$ cat src/rtl/mcs_pkg.sv
package mcs_pkg;

    localparam int REG_W  = 32;
    localparam int ADDR_W = 4;

    // register and key addresses
    localparam logic [ADDR_W-1:0] A_MODE     = 4'd0;
    localparam logic [ADDR_W-1:0] A_PRESCALE = 4'd1;
    localparam logic [ADDR_W-1:0] A_COPYOFF  = 4'd2;
    localparam logic [ADDR_W-1:0] A_PRESET   = 4'd3;
    localparam logic [ADDR_W-1:0] A_COUNT    = 4'd4;
    localparam logic [ADDR_W-1:0] A_STATUS   = 4'd5;
    localparam logic [ADDR_W-1:0] K_RUN      = 4'd8;
    localparam logic [ADDR_W-1:0] K_ARM      = 4'd9;
    localparam logic [ADDR_W-1:0] K_HALT     = 4'd10;
    localparam logic [ADDR_W-1:0] K_ZERO     = 4'd11;
    localparam logic [ADDR_W-1:0] K_STEP     = 4'd12;

    // advance source codes, mode bits [7:4]
    localparam logic [3:0] SRC_SOFT = 4'd0;
    localparam logic [3:0] SRC_INT  = 4'd1;
    localparam logic [3:0] SRC_EXT  = 4'd2;

    typedef struct packed {
        logic [3:0] src;
        logic       ref_ch0;
        logic       accumulate;
    } mode_t;

    typedef struct packed {
        logic run;
        logic arm;
        logic halt;
        logic zero;
        logic step;
    } keys_t;

    typedef enum logic [1:0] {
        ST_IDLE  = 2'd0,
        ST_ARMED = 2'd1,
        ST_RUN   = 2'd2
    } run_state_e;

    function automatic logic [REG_W-1:0] pack_mode(input mode_t m);
        return REG_W'({m.src, 2'b00, m.ref_ch0, m.accumulate});
    endfunction

endpackage

$ cat src/rtl/mcs_regs.sv
module mcs_regs
    import mcs_pkg::*;
#(
    parameter int NUM_CH = 32
) (
    input  logic                  clk,
    input  logic                  rst,
    input  logic                  reg_wr,
    input  logic [ADDR_W-1:0]     reg_addr,
    input  logic [REG_W-1:0]      reg_wdata,
    output logic [REG_W-1:0]      reg_rdata,
    input  logic [REG_W-1:0]      acq_cnt,
    input  logic [2:0]            status,
    output mode_t                 mode,
    output logic [REG_W-1:0]      prescale,
    output logic [NUM_CH-1:0]     copy_off,
    output logic [REG_W-1:0]      preset,
    output keys_t                 keys
);

    always_ff @(posedge clk) begin
        if (rst) begin
            mode     <= '0;
            prescale <= '0;
            copy_off <= '0;
            preset   <= '0;
        end else if (reg_wr) begin
            case (reg_addr)
                A_MODE: begin
                    mode.src        <= reg_wdata[7:4];
                    mode.ref_ch0    <= reg_wdata[1];
                    mode.accumulate <= reg_wdata[0];
                end
                A_PRESCALE: prescale <= reg_wdata;
                A_COPYOFF:  copy_off <= reg_wdata[NUM_CH-1:0];
                A_PRESET:   preset   <= reg_wdata;
                default: ;
            endcase
        end
    end

    always_comb begin
        keys.run  = reg_wr && (reg_addr == K_RUN);
        keys.arm  = reg_wr && (reg_addr == K_ARM);
        keys.halt = reg_wr && (reg_addr == K_HALT);
        keys.zero = reg_wr && (reg_addr == K_ZERO);
        keys.step = reg_wr && (reg_addr == K_STEP);
    end

    always_comb begin
        case (reg_addr)
            A_MODE:     reg_rdata = pack_mode(mode);
            A_PRESCALE: reg_rdata = prescale;
            A_COPYOFF:  reg_rdata = REG_W'(copy_off);
            A_PRESET:   reg_rdata = preset;
            A_COUNT:    reg_rdata = acq_cnt;
            A_STATUS:   reg_rdata = REG_W'(status);
            default:    reg_rdata = '0;
        endcase
    end

endmodule

$ cat src/rtl/mcs_advance.sv
module mcs_advance
    import mcs_pkg::*;
#(
    parameter int REF_DIV = 10
) (
    input  logic             clk,
    input  logic             rst,
    input  logic [3:0]       src,
    input  logic [REG_W-1:0] prescale,
    input  logic             running,
    input  logic             restart,
    input  logic             step_key,
    input  logic             ext_adv,
    output logic             ext_edge,
    output logic             adv
);

    localparam int REF_W = (REF_DIV > 1) ? $clog2(REF_DIV) : 1;
    localparam logic [REF_W-1:0] REF_TOP = REF_W'(REF_DIV - 1);

    logic             ext_q;
    logic [REF_W-1:0] ref_cnt;
    logic [REG_W-1:0] div_cnt;
    logic             ref_tick;
    logic             src_evt;
    logic             div_hit;

    always_ff @(posedge clk) begin
        if (rst) ext_q <= 1'b0;
        else     ext_q <= ext_adv;
    end

    assign ext_edge = ext_adv & ~ext_q;
    assign ref_tick = running && (src == SRC_INT) && (ref_cnt == REF_TOP);

    always_comb begin
        case (src)
            SRC_INT: src_evt = ref_tick;
            SRC_EXT: src_evt = running && ext_edge;
            default: src_evt = 1'b0;
        endcase
    end

    assign div_hit = src_evt && (div_cnt == prescale);
    assign adv     = div_hit || (running && step_key && (src == SRC_SOFT));

    always_ff @(posedge clk) begin
        if (rst || restart || !running) begin
            ref_cnt <= '0;
            div_cnt <= '0;
        end else begin
            ref_cnt <= (ref_cnt == REF_TOP) ? '0 : ref_cnt + 1'b1;
            if (src_evt)
                div_cnt <= div_hit ? '0 : div_cnt + 1'b1;
        end
    end

endmodule

$ cat src/rtl/mcs_counter_bank.sv
module mcs_counter_bank #(
    parameter int NUM_CH = 32,
    parameter int CNT_W  = 32
) (
    input  logic                           clk,
    input  logic                           rst,
    input  logic                           count_en,
    input  logic [NUM_CH-1:0]              pulse_in,
    input  logic                           ref_ch0,
    input  logic                           take,
    input  logic                           accumulate,
    input  logic                           zero,
    output logic [NUM_CH-1:0][CNT_W-1:0]   counts
);

    for (genvar ch = 0; ch < NUM_CH; ch++) begin : g_ch
        logic             inc;
        logic [CNT_W-1:0] cnt;

        if (ch == 0) begin : g_ref
            assign inc = count_en & (ref_ch0 | pulse_in[ch]);
        end else begin : g_plain
            assign inc = count_en & pulse_in[ch];
        end

        always_ff @(posedge clk) begin
            if (rst || zero)
                cnt <= '0;
            else if (take && !accumulate)
                cnt <= CNT_W'(inc);
            else
                cnt <= cnt + CNT_W'(inc);
        end

        assign counts[ch] = cnt;
    end

endmodule

$ cat src/rtl/mcs_emitter.sv
module mcs_emitter #(
    parameter int NUM_CH = 32,
    parameter int CNT_W  = 32
) (
    input  logic                           clk,
    input  logic                           rst,
    input  logic                           load,
    input  logic [NUM_CH-1:0][CNT_W-1:0]   counts,
    input  logic [NUM_CH-1:0]              copy_off,
    input  logic                           out_ready,
    output logic                           out_valid,
    output logic [CNT_W-1:0]               out_data,
    output logic [$clog2(NUM_CH)-1:0]      out_chan,
    output logic                           out_last,
    output logic                           busy
);

    localparam int CH_W = $clog2(NUM_CH);

    logic [NUM_CH-1:0][CNT_W-1:0] shadow;
    logic [NUM_CH-1:0]            keep;
    logic [CH_W-1:0]              idx;
    logic                         first_found, next_found;
    logic [CH_W-1:0]              first_idx, next_idx;

    // lowest enabled channel at load time
    always_comb begin
        first_found = 1'b0;
        first_idx   = '0;
        for (int c = NUM_CH - 1; c >= 0; c--) begin
            if (!copy_off[c]) begin
                first_found = 1'b1;
                first_idx   = CH_W'(c);
            end
        end
    end

    // next kept channel above the current one
    always_comb begin
        next_found = 1'b0;
        next_idx   = '0;
        for (int c = NUM_CH - 1; c >= 0; c--) begin
            if (keep[c] && (c > int'(idx))) begin
                next_found = 1'b1;
                next_idx   = CH_W'(c);
            end
        end
    end

    always_ff @(posedge clk) begin
        if (rst) begin
            busy <= 1'b0;
            idx  <= '0;
            keep <= '0;
        end else if (load) begin
            shadow <= counts;
            keep   <= ~copy_off;
            busy   <= first_found;
            idx    <= first_idx;
        end else if (busy && out_ready) begin
            if (next_found) idx  <= next_idx;
            else            busy <= 1'b0;
        end
    end

    assign out_valid = busy;
    assign out_data  = shadow[idx];
    assign out_chan  = idx;
    assign out_last  = busy && !next_found;

endmodule

$ cat src/rtl/mcs_scaler_core.sv
module mcs_scaler_core
    import mcs_pkg::*;
#(
    parameter int NUM_CH  = 32,
    parameter int CNT_W   = 32,
    parameter int REF_DIV = 10
) (
    input  logic                        clk,
    input  logic                        rst,
    input  logic                        reg_wr,
    input  logic [3:0]                  reg_addr,
    input  logic [31:0]                 reg_wdata,
    output logic [31:0]                 reg_rdata,
    input  logic [NUM_CH-1:0]           pulse_in,
    input  logic                        ext_adv,
    output logic                        out_valid,
    input  logic                        out_ready,
    output logic [CNT_W-1:0]            out_data,
    output logic [$clog2(NUM_CH)-1:0]   out_chan,
    output logic                        out_last
);

    mode_t                        mode;
    keys_t                        keys;
    logic [REG_W-1:0]             prescale, preset, acq_q;
    logic [NUM_CH-1:0]            copy_off;
    logic [NUM_CH-1:0][CNT_W-1:0] counts;
    run_state_e                   st;
    logic                         done_q, pending_q;
    logic                         adv, ext_edge, busy, take;
    logic                         is_run, is_armed;

    assign is_run   = (st == ST_RUN);
    assign is_armed = (st == ST_ARMED);

    mcs_regs #(.NUM_CH(NUM_CH)) u_regs (
        .clk(clk), .rst(rst),
        .reg_wr(reg_wr), .reg_addr(reg_addr), .reg_wdata(reg_wdata),
        .reg_rdata(reg_rdata),
        .acq_cnt(acq_q), .status({done_q, is_armed, is_run}),
        .mode(mode), .prescale(prescale), .copy_off(copy_off),
        .preset(preset), .keys(keys)
    );

    mcs_advance #(.REF_DIV(REF_DIV)) u_adv (
        .clk(clk), .rst(rst),
        .src(mode.src), .prescale(prescale),
        .running(is_run), .restart(keys.run | keys.arm),
        .step_key(keys.step), .ext_adv(ext_adv),
        .ext_edge(ext_edge), .adv(adv)
    );

    // an advance (new or held) is taken only when the emitter is free
    assign take = (adv || pending_q) && !busy && is_run;

    always_ff @(posedge clk) begin
        if (rst) begin
            st        <= ST_IDLE;
            done_q    <= 1'b0;
            acq_q     <= '0;
            pending_q <= 1'b0;
        end else if (keys.halt) begin
            st        <= ST_IDLE;
            pending_q <= 1'b0;
        end else if (keys.run || keys.arm) begin
            st        <= keys.run ? ST_RUN : ST_ARMED;
            done_q    <= 1'b0;
            acq_q     <= '0;
            pending_q <= 1'b0;
        end else begin
            if (is_armed && ext_edge)
                st <= ST_RUN;
            if (take) begin
                acq_q     <= acq_q + 1'b1;
                pending_q <= 1'b0;
                if ((preset != '0) && ((acq_q + 1'b1) == preset)) begin
                    st     <= ST_IDLE;
                    done_q <= 1'b1;
                end
            end else if (adv) begin
                pending_q <= 1'b1;
            end
        end
    end

    mcs_counter_bank #(.NUM_CH(NUM_CH), .CNT_W(CNT_W)) u_cnt (
        .clk(clk), .rst(rst),
        .count_en(is_run), .pulse_in(pulse_in), .ref_ch0(mode.ref_ch0),
        .take(take), .accumulate(mode.accumulate), .zero(keys.zero),
        .counts(counts)
    );

    mcs_emitter #(.NUM_CH(NUM_CH), .CNT_W(CNT_W)) u_emit (
        .clk(clk), .rst(rst),
        .load(take), .counts(counts), .copy_off(copy_off),
        .out_ready(out_ready), .out_valid(out_valid), .out_data(out_data),
        .out_chan(out_chan), .out_last(out_last), .busy(busy)
    );

endmodule

$ cat config.mk
export PLATFORM = sky130hd
export DESIGN_NAME = mcs_scaler_core
export DESIGN_NICKNAME = d
export VERILOG_FILES = /design/src/rtl/mcs_pkg.sv /design/src/rtl/mcs_regs.sv /design/src/rtl/mcs_advance.sv /design/src/rtl/mcs_counter_bank.sv /design/src/rtl/mcs_emitter.sv /design/src/rtl/mcs_scaler_core.sv
export SDC_FILE = /design/constraint.sdc
export NUM_CORES = 2
export LEC_CHECK = 0
export BUFFER_PORTS_ARGS = -buffer_cell sky130_fd_sc_hd__buf_2
export CORE_MARGIN = 2
export CORE_UTILIZATION = 40
export CTS_CLUSTER_SIZE = 30
export DETAILED_ROUTE_END_ITERATION = 12
export PLACE_DENSITY = 0.53
export SETUP_SLACK_MARGIN = 0.4
export SYNTH_ARGS = -nofsm -noshare
export SYNTH_HDL_FRONTEND = slang
export SYNTH_SLANG_ARGS = --single-unit
export TNS_END_PERCENT = 50
$ cat constraint.sdc
create_clock -name clk -period 158.8 [get_ports clk]
set_input_delay 39.7 -clock clk [delete_from_list [all_inputs] [get_ports clk]]
set_output_delay 39.7 -clock clk [all_outputs]
set_load 0.01 [all_outputs]
# After elaboration in Yosys (flattened, before gate mapping)
# Index checks and enable logic that the tools add are counted.
[word_totals] reg_bits=2261 inputBits=73 out_inout_bits=71 elab_cells=494
[classes] n_addsub=35 order_cmp=32 n_eq_ne=18 n_mux=179 bitwise_logic=39 reduce_logical=79
[op_table] operator="$add 32x1->32" count=32
[op_table] operator="$mux 5" count=66
[op_table] operator="$pmux 32 s6" count=1
[op_table] operator="$bmux 32 s5" count=1
[op_table] operator="$mux 32" count=4
[op_table] operator="$mux 1" count=101
[op_table] operator="$gt 5x5->1 const A" count=16
[op_table] operator="$add 32x1->32 const B" count=2
[op_table] operator="$eq 32x32->1" count=2
[op_table] operator="$logic_and 1x1->1" count=49
[op_table] operator="$gt 4x5->1 const A" count=8
[op_table] operator="$and 1x1->1" count=33
[op_table] operator="$not 32->32" count=1
[op_table] operator="$reduce_bool 32->1" count=1
[op_table] operator="$eq 4x4->1 const B" count=6
[op_table] operator="$gt 3x5->1 const A" count=4
[op_table] operator="$reduce_and 2->1" count=8
[op_table] operator="$eq 4x2->1 const B" count=3
[op_table] operator="$gt 2x5->1 const A" count=2
[op_table] operator="$mux 2" count=5
[op_table] operator="$eq 4x1->1 const B" count=2
[op_table] operator="$eq 4x3->1 const B" count=2
[op_table] operator="$logic_not 4->1" count=2
[op_table] operator="$reduce_bool 2->1" count=4
[op_table] operator="14 further kinds" count=27

# Depth between registers and ports, before layout
[logic_depth] depth_word=36 ltp_mapped=15 mapped_depth_nobuf=13

# Hierarchy
# A second synthesis with hierarchy kept.
[unflattened] cells_unflattened=8340 hier_area_um2=96291.1
[by_module_without_submodules] module="mcs_counter_bank" n_inst=1 cells_per_inst=5146 area_each_um2=44587.8 seq_area_each_um2=20499.7
[by_module_without_submodules] module="mcs_emitter" n_inst=1 cells_per_inst=2008 area_each_um2=41516.1 seq_area_each_um2=31490.2
[by_module_without_submodules] module="mcs_regs" n_inst=1 cells_per_inst=515 area_each_um2=5059.9 seq_area_each_um2=2042.0
[by_module_without_submodules] module="mcs_scaler_core" n_inst=1 cells_per_inst=411 area_each_um2=2967.8 seq_area_each_um2=720.7
[by_module_without_submodules] module="mcs_advance" n_inst=1 cells_per_inst=260 area_each_um2=2159.6 seq_area_each_um2=740.7

# Worst setup path before layout
# OpenSTA, ideal clock, no wires.
[synth_timing] path_type="input to register" startpoint="input ext_adv" endpoint="register u_emit.idx[1], in the netlist u_emit.out_chan[1]" setup_ps=222 t_arrival_ps=89069 required_ps=158578 setup_slack_ps=69509 cell_stages=9 n_path_buf=1 cell_sequence="nand3b_1 o22ai_1 and2_1 nand3_1 a21oi_2 buf_2 nor2b_1 o2111ai_1 o311ai_0"
[synth_between] elab_chain_cells=10 word_cells_on_any_way=12 cone_classes="2 x mux; 1 x bitwise; 9 x reduce/logical"
[synth_rtl] element="start, declared" line_no="mcs_scaler_core.sv:15" text="input logic ext_adv,"
[synth_rtl] element="$and 1x1->1 (*)" line_no="mcs_advance.sv:33" text="assign ext_edge = ext_adv & ~ext_q;"
[synth_rtl] element="$logic_and 1x1->1 (*)" line_no="mcs_advance.sv:39" text="SRC_EXT: src_evt = running && ext_edge;"
[synth_rtl] element="$pmux 1 s2 (*)" line_no="mcs_advance.sv:37" text="case (src)"
[synth_rtl] element="$logic_and 1x1->1 (*)" line_no="mcs_advance.sv:44" text="assign div_hit = src_evt && (div_cnt == prescale);"
[synth_rtl] element="$logic_or 1x1->1 (*)" line_no="mcs_advance.sv:45" text="assign adv = div_hit || (running && step_key && (src == SRC_SOFT));"
[synth_rtl] element="$logic_or 1x1->1 (*)" line_no="mcs_scaler_core.sv:54" text="assign take = (adv || pending_q) && !busy && is_run;"
[synth_rtl] element="$logic_and 1x1->1 (*) (2 in a row)" line_no="mcs_scaler_core.sv:54"
[synth_rtl] element="$reduce_bool 2->1 (no line)"
[synth_rtl] element="$reduce_and 2->1 (no line)"
[synth_rtl] element="end signal, assigned" line_no="mcs_emitter.sv:59" text="idx <= first_idx;"
[synth_rtl] element="end signal, assigned" line_no="mcs_emitter.sv:61" text="if (next_found) idx <= next_idx;"
[synth_rtl] element="end, declared" line_no="mcs_emitter.sv:22" text="logic [CH_W-1:0] idx;"
# Every way passes the cells marked *; elsewhere a longest branch is shown, timed or not.
# A chain may end at the register's enable or synchronous reset.

# Worst setup path in the final report
[layout_timing] startpoint="input reg_addr[1]" endpoint="output reg_rdata[2]"
[layout_between] elab_chain_cells=2 word_cells_on_any_way=7 cone_classes="5 x eq/ne; 1 x mux; 1 x reduce/logical"
[layout_rtl] element="start, declared" line_no="mcs_scaler_core.sv:11" text="input logic [3:0] reg_addr,"
[layout_rtl] element="$eq 4x3->1 (tied with other cells)" line_no="mcs_regs.sv:51" text="case (reg_addr)"
[layout_rtl] element="$pmux 32 s6 (*)" line_no="mcs_regs.sv:51"
[layout_rtl] element="end, declared" line_no="mcs_scaler_core.sv:13" text="output logic [31:0] reg_rdata,"
# Marks and branches as above.

==> impl_results.md <==
* Number of fill cells at 21100
* Clock Tree Root: clkbuf_16
* Power per cell area at approximately 11 nW/um2
* Hold Buf Count CTS at 0
* Crit-path most repeated cell: buf_2
* Clk_lat worst skew at 890 ps
* Hold Violations, Final at 0
* Nets at 8189
* CTS tree: done
* Startpoint types: primary input
* Post-Synthesis Cell Area at approximately 93000 um2
* Sequential area share after synthesis at 59.6%
* # Max-Cap Violations at 0
* Hold slack at 422 ps
* Vias in the first global route at 58400
* Total core area at 232000 um2
* Slowest cell delay on critical path at 430 ps
* Critical path type: in -> out
* Worst-path cell chain: buf_2 -> inv_1 -> nor4_2 -> buf_4 -> a22oi_1 -> nand3_1 -> buf_2
* Setup_tns at 0 ps
* Status: finished, final reports clean
* Post-synth top area share at 33.0%
* Slowest cell on crit path: buf_4
* Leak at between 30 and 40 nW
* Slew @ Worst Pin at 1240 ps
* Cell variety after synth at 78
* Ys async rst share at 0%
* First-pass GRT wire length at 368 mm
* Number of synthesis warnings at 0
* RSZ-0062 raised after global routing: no
* Area growth syn-to-layout at 12.5%
* Area after DPL at 96700 um2
* Die Ht at 486 um
* Mapped Cells at 7928
* Port Buffer Count at 143
* Hold Crit Class: reg -> reg
* Fin area at 105000 um2
* Finished Core Util at 45.1%
* Vias at 59400
* Synth top area cells: edfxtp_1, dfxtp_1, mux4_2, xor2_1, nor2_1
* Initial core utilization at 40.1%
* Row cnt at 177
* Die W at 486 um
* Most frequent cell after synthesis: nor2_1
* Clk_skew at a little under 100 ps
* Wire length per cell at 21.6 um
* Gr usage total at 20.4%
* Final setup viols at 0
* Pin count of the biggest net entering global routing at 199
* Postcts setup bufs at 0
* DRC violations left at 0
* Arrival time worst endpoint at between 40000 and 50000 ps
* Total Power at 1.18 mW
* EDFF count, synth at roughly 1000
* Synthesized area per cell at 11.7 um2
* Die area at 237000 um2
* CTS HTree Levels at 4
* Dominant cell type by area after synthesis: edfxtp_1
* CP max FO at 34
* RD Place Congestion at 0.896
* Resized cells post-CTS at 0
* Synth Net Count at 8069
* Post-synth top cells: nor2_1, dfxtp_1, edfxtp_1, nand2_1, xor2_1
* Number of clock sinks at around 2300
* DRT antenna net count at 0
* Total iterations of the first detailed-routing run at 6
* Crit share post-route at about half
* Post-detailed-routing wire length at 244 mm
* Layout cells sized above 1 at a little under an eighth
* I/O pins at 144
* Most used DFF post-synth: dfxtp_1
* Post-route minimum period at 80940 ps
* Yosys reg bits at 2260
* Clk slew on worst S/H paths at 60 ps
* Fmax at 0.0124 GHz
* Initial DRC count at approximately 4500
* CTS buffer count at around 230
* Max Buffers Root-to-Sink at 3
* Worst Setup End Kind: output pin
* Via density at 5.25
* Post-DP HPWL at 170 mm
* CP required at 119100 ps
* Max Transition Viols Final at 0
* Gr ovfl total at 0
* Slew headroom at 16.2%
* Initial antenna violation count at 15
* IR Drop Worst-Case VDD at 0.00000877 V
==> critical path, delay by kind of cell <==
kind                   cells  cell delay, ps
buffers and inverters      4             900
AND/OR/NAND/NOR            2             510
AO/OA/AOI/OAI              1             120
==> logic make-up (layout without fill, tap and decap cells) <==
kind of cell,after synthesis,count (layout),share of synthesized area [%]
buffers and inverters,405,733,2.06
XOR/XNOR,1090,1090,10.3
adder cells (fa/ha/maj),68,68,0.914
multiplexers,326,326,7.81
AND/OR/NAND/NOR,3391,3391,16.6
flip-flops,2260,2260,59.6
AO/OA/AOI/OAI,388,388,2.70
other,0,7,0
==> area by class of cell <==
| class | instances | area, um2 | area share [%] |
|---|---|---|---|
| Clock inverter | 119 | 1290 | 1.23 |
| Multi-Input combinational cell | 5263 | 35800 | 34.2 |
| Inverter | 74 | 280 | 0.268 |
| Antenna cell | 7 | 17.5 | 0.0167 |
| Timing Repair Buffer | 217 | 1360 | 1.30 |
| Clock buffer | 323 | 6650 | 6.35 |
| Sequential cell | 2260 | 55500 | 53.0 |
| Tap cell | 3043 | 3810 | 3.64 |
==> metal layers <==
metal,vias up,track usage [%],share of wire (%)
met4,0,6.25,3.0
li1,28200,-,-
met2,1405,34.2,48
met1,29400,27.4,44
met5,-,0,0
met3,356,2.83,4.9
==> metrics by stage <==
stage | worst slack (ps) | std cells
after floorplan | 69510 | 7928
after global placement | 77940 | 10900
after detailed placement | 77920 | 10900
after CTS | 77920 | 11300
after global routing | 77810 | 11300
final | 77860 | 11300
==> registers in the layout, summed over array words and instances (netlist names), 2 cells and up <==
name             flops
u_cnt.g_ch.cnt    1024
u_emit.shadow     1024
acq_q               32
u_adv.div_cnt       32
u_regs.copy_off     32
u_regs.prescale     32
u_regs.preset       32
u_emit.keep         31
u_regs.mode          6
u_emit.out_chan      5
u_adv.ref_cnt        4
st                   2
==> cells in the final DEF (no fill, tap or decap), types with 14 or more instances in the layout <==
cell type | Yosys | final
nand2_1 | 788 | 788
xor2_1 | 688 | 688
nor2_1 | 1318 | 1316
clkbuf_1 | 147 | 49
nor3_1 | 98 | 95
edfxtp_1 | 1024 | 1024
nand4_1 | 199 | 199
a211oi_1 | 38 | 37
o21ai_0 | 39 | 39
a21oi_1 | 175 | 175
buf_4 | 60 | 68
clkbuf_8 | 0 | 35
a22oi_1 | 14 | 14
clkinv_1 | 1 | 29
nor2b_1 | 28 | 26
and2_1 | 99 | 99
inv_1 | 72 | 72
clkinv_2 | 0 | 47
and3_1 | 190 | 190
nor4_1 | 29 | 25
nand3_1 | 476 | 476
and4_1 | 70 | 70
ha_1 | 68 | 68
nand2b_1 | 17 | 15
a221o_1 | 26 | 26
bufinv_16 | 0 | 22
dfxtp_1 | 1236 | 1232
mux4_2 | 320 | 320
clkbuf_16 | 0 | 239
xnor2_1 | 402 | 402
a22o_1 | 27 | 27
or3_1 | 29 | 29
or2_2 | 17 | 17
buf_2 | 93 | 142
==> where the power goes <==
group | switching [mW] | internal [mW]
Clock | 0.234 | 0.328
Sequential | 0.000891 | 0.603
Combinational | 0.00989 | 0.00227
Total | 0.245 | 0.933
==> worst paths after layout <==
path / start / endpoint / slack (ps) / cells after the start
hold / removal: u_cnt.g_ch[22].cnt[0] / u_emit.shadow[704] / 420 / 0
setup reg to reg: u_adv.div_cnt[0] / u_cnt.g_ch[7].cnt[29] / 152130 / 12
hold reg to reg: u_cnt.g_ch[22].cnt[0] / u_emit.shadow[704] / 420 / 0
setup / recovery: reg_addr[1] / reg_rdata[2] / 77860 / 7
No activity file was read; power rests on OpenSTA's default activity.
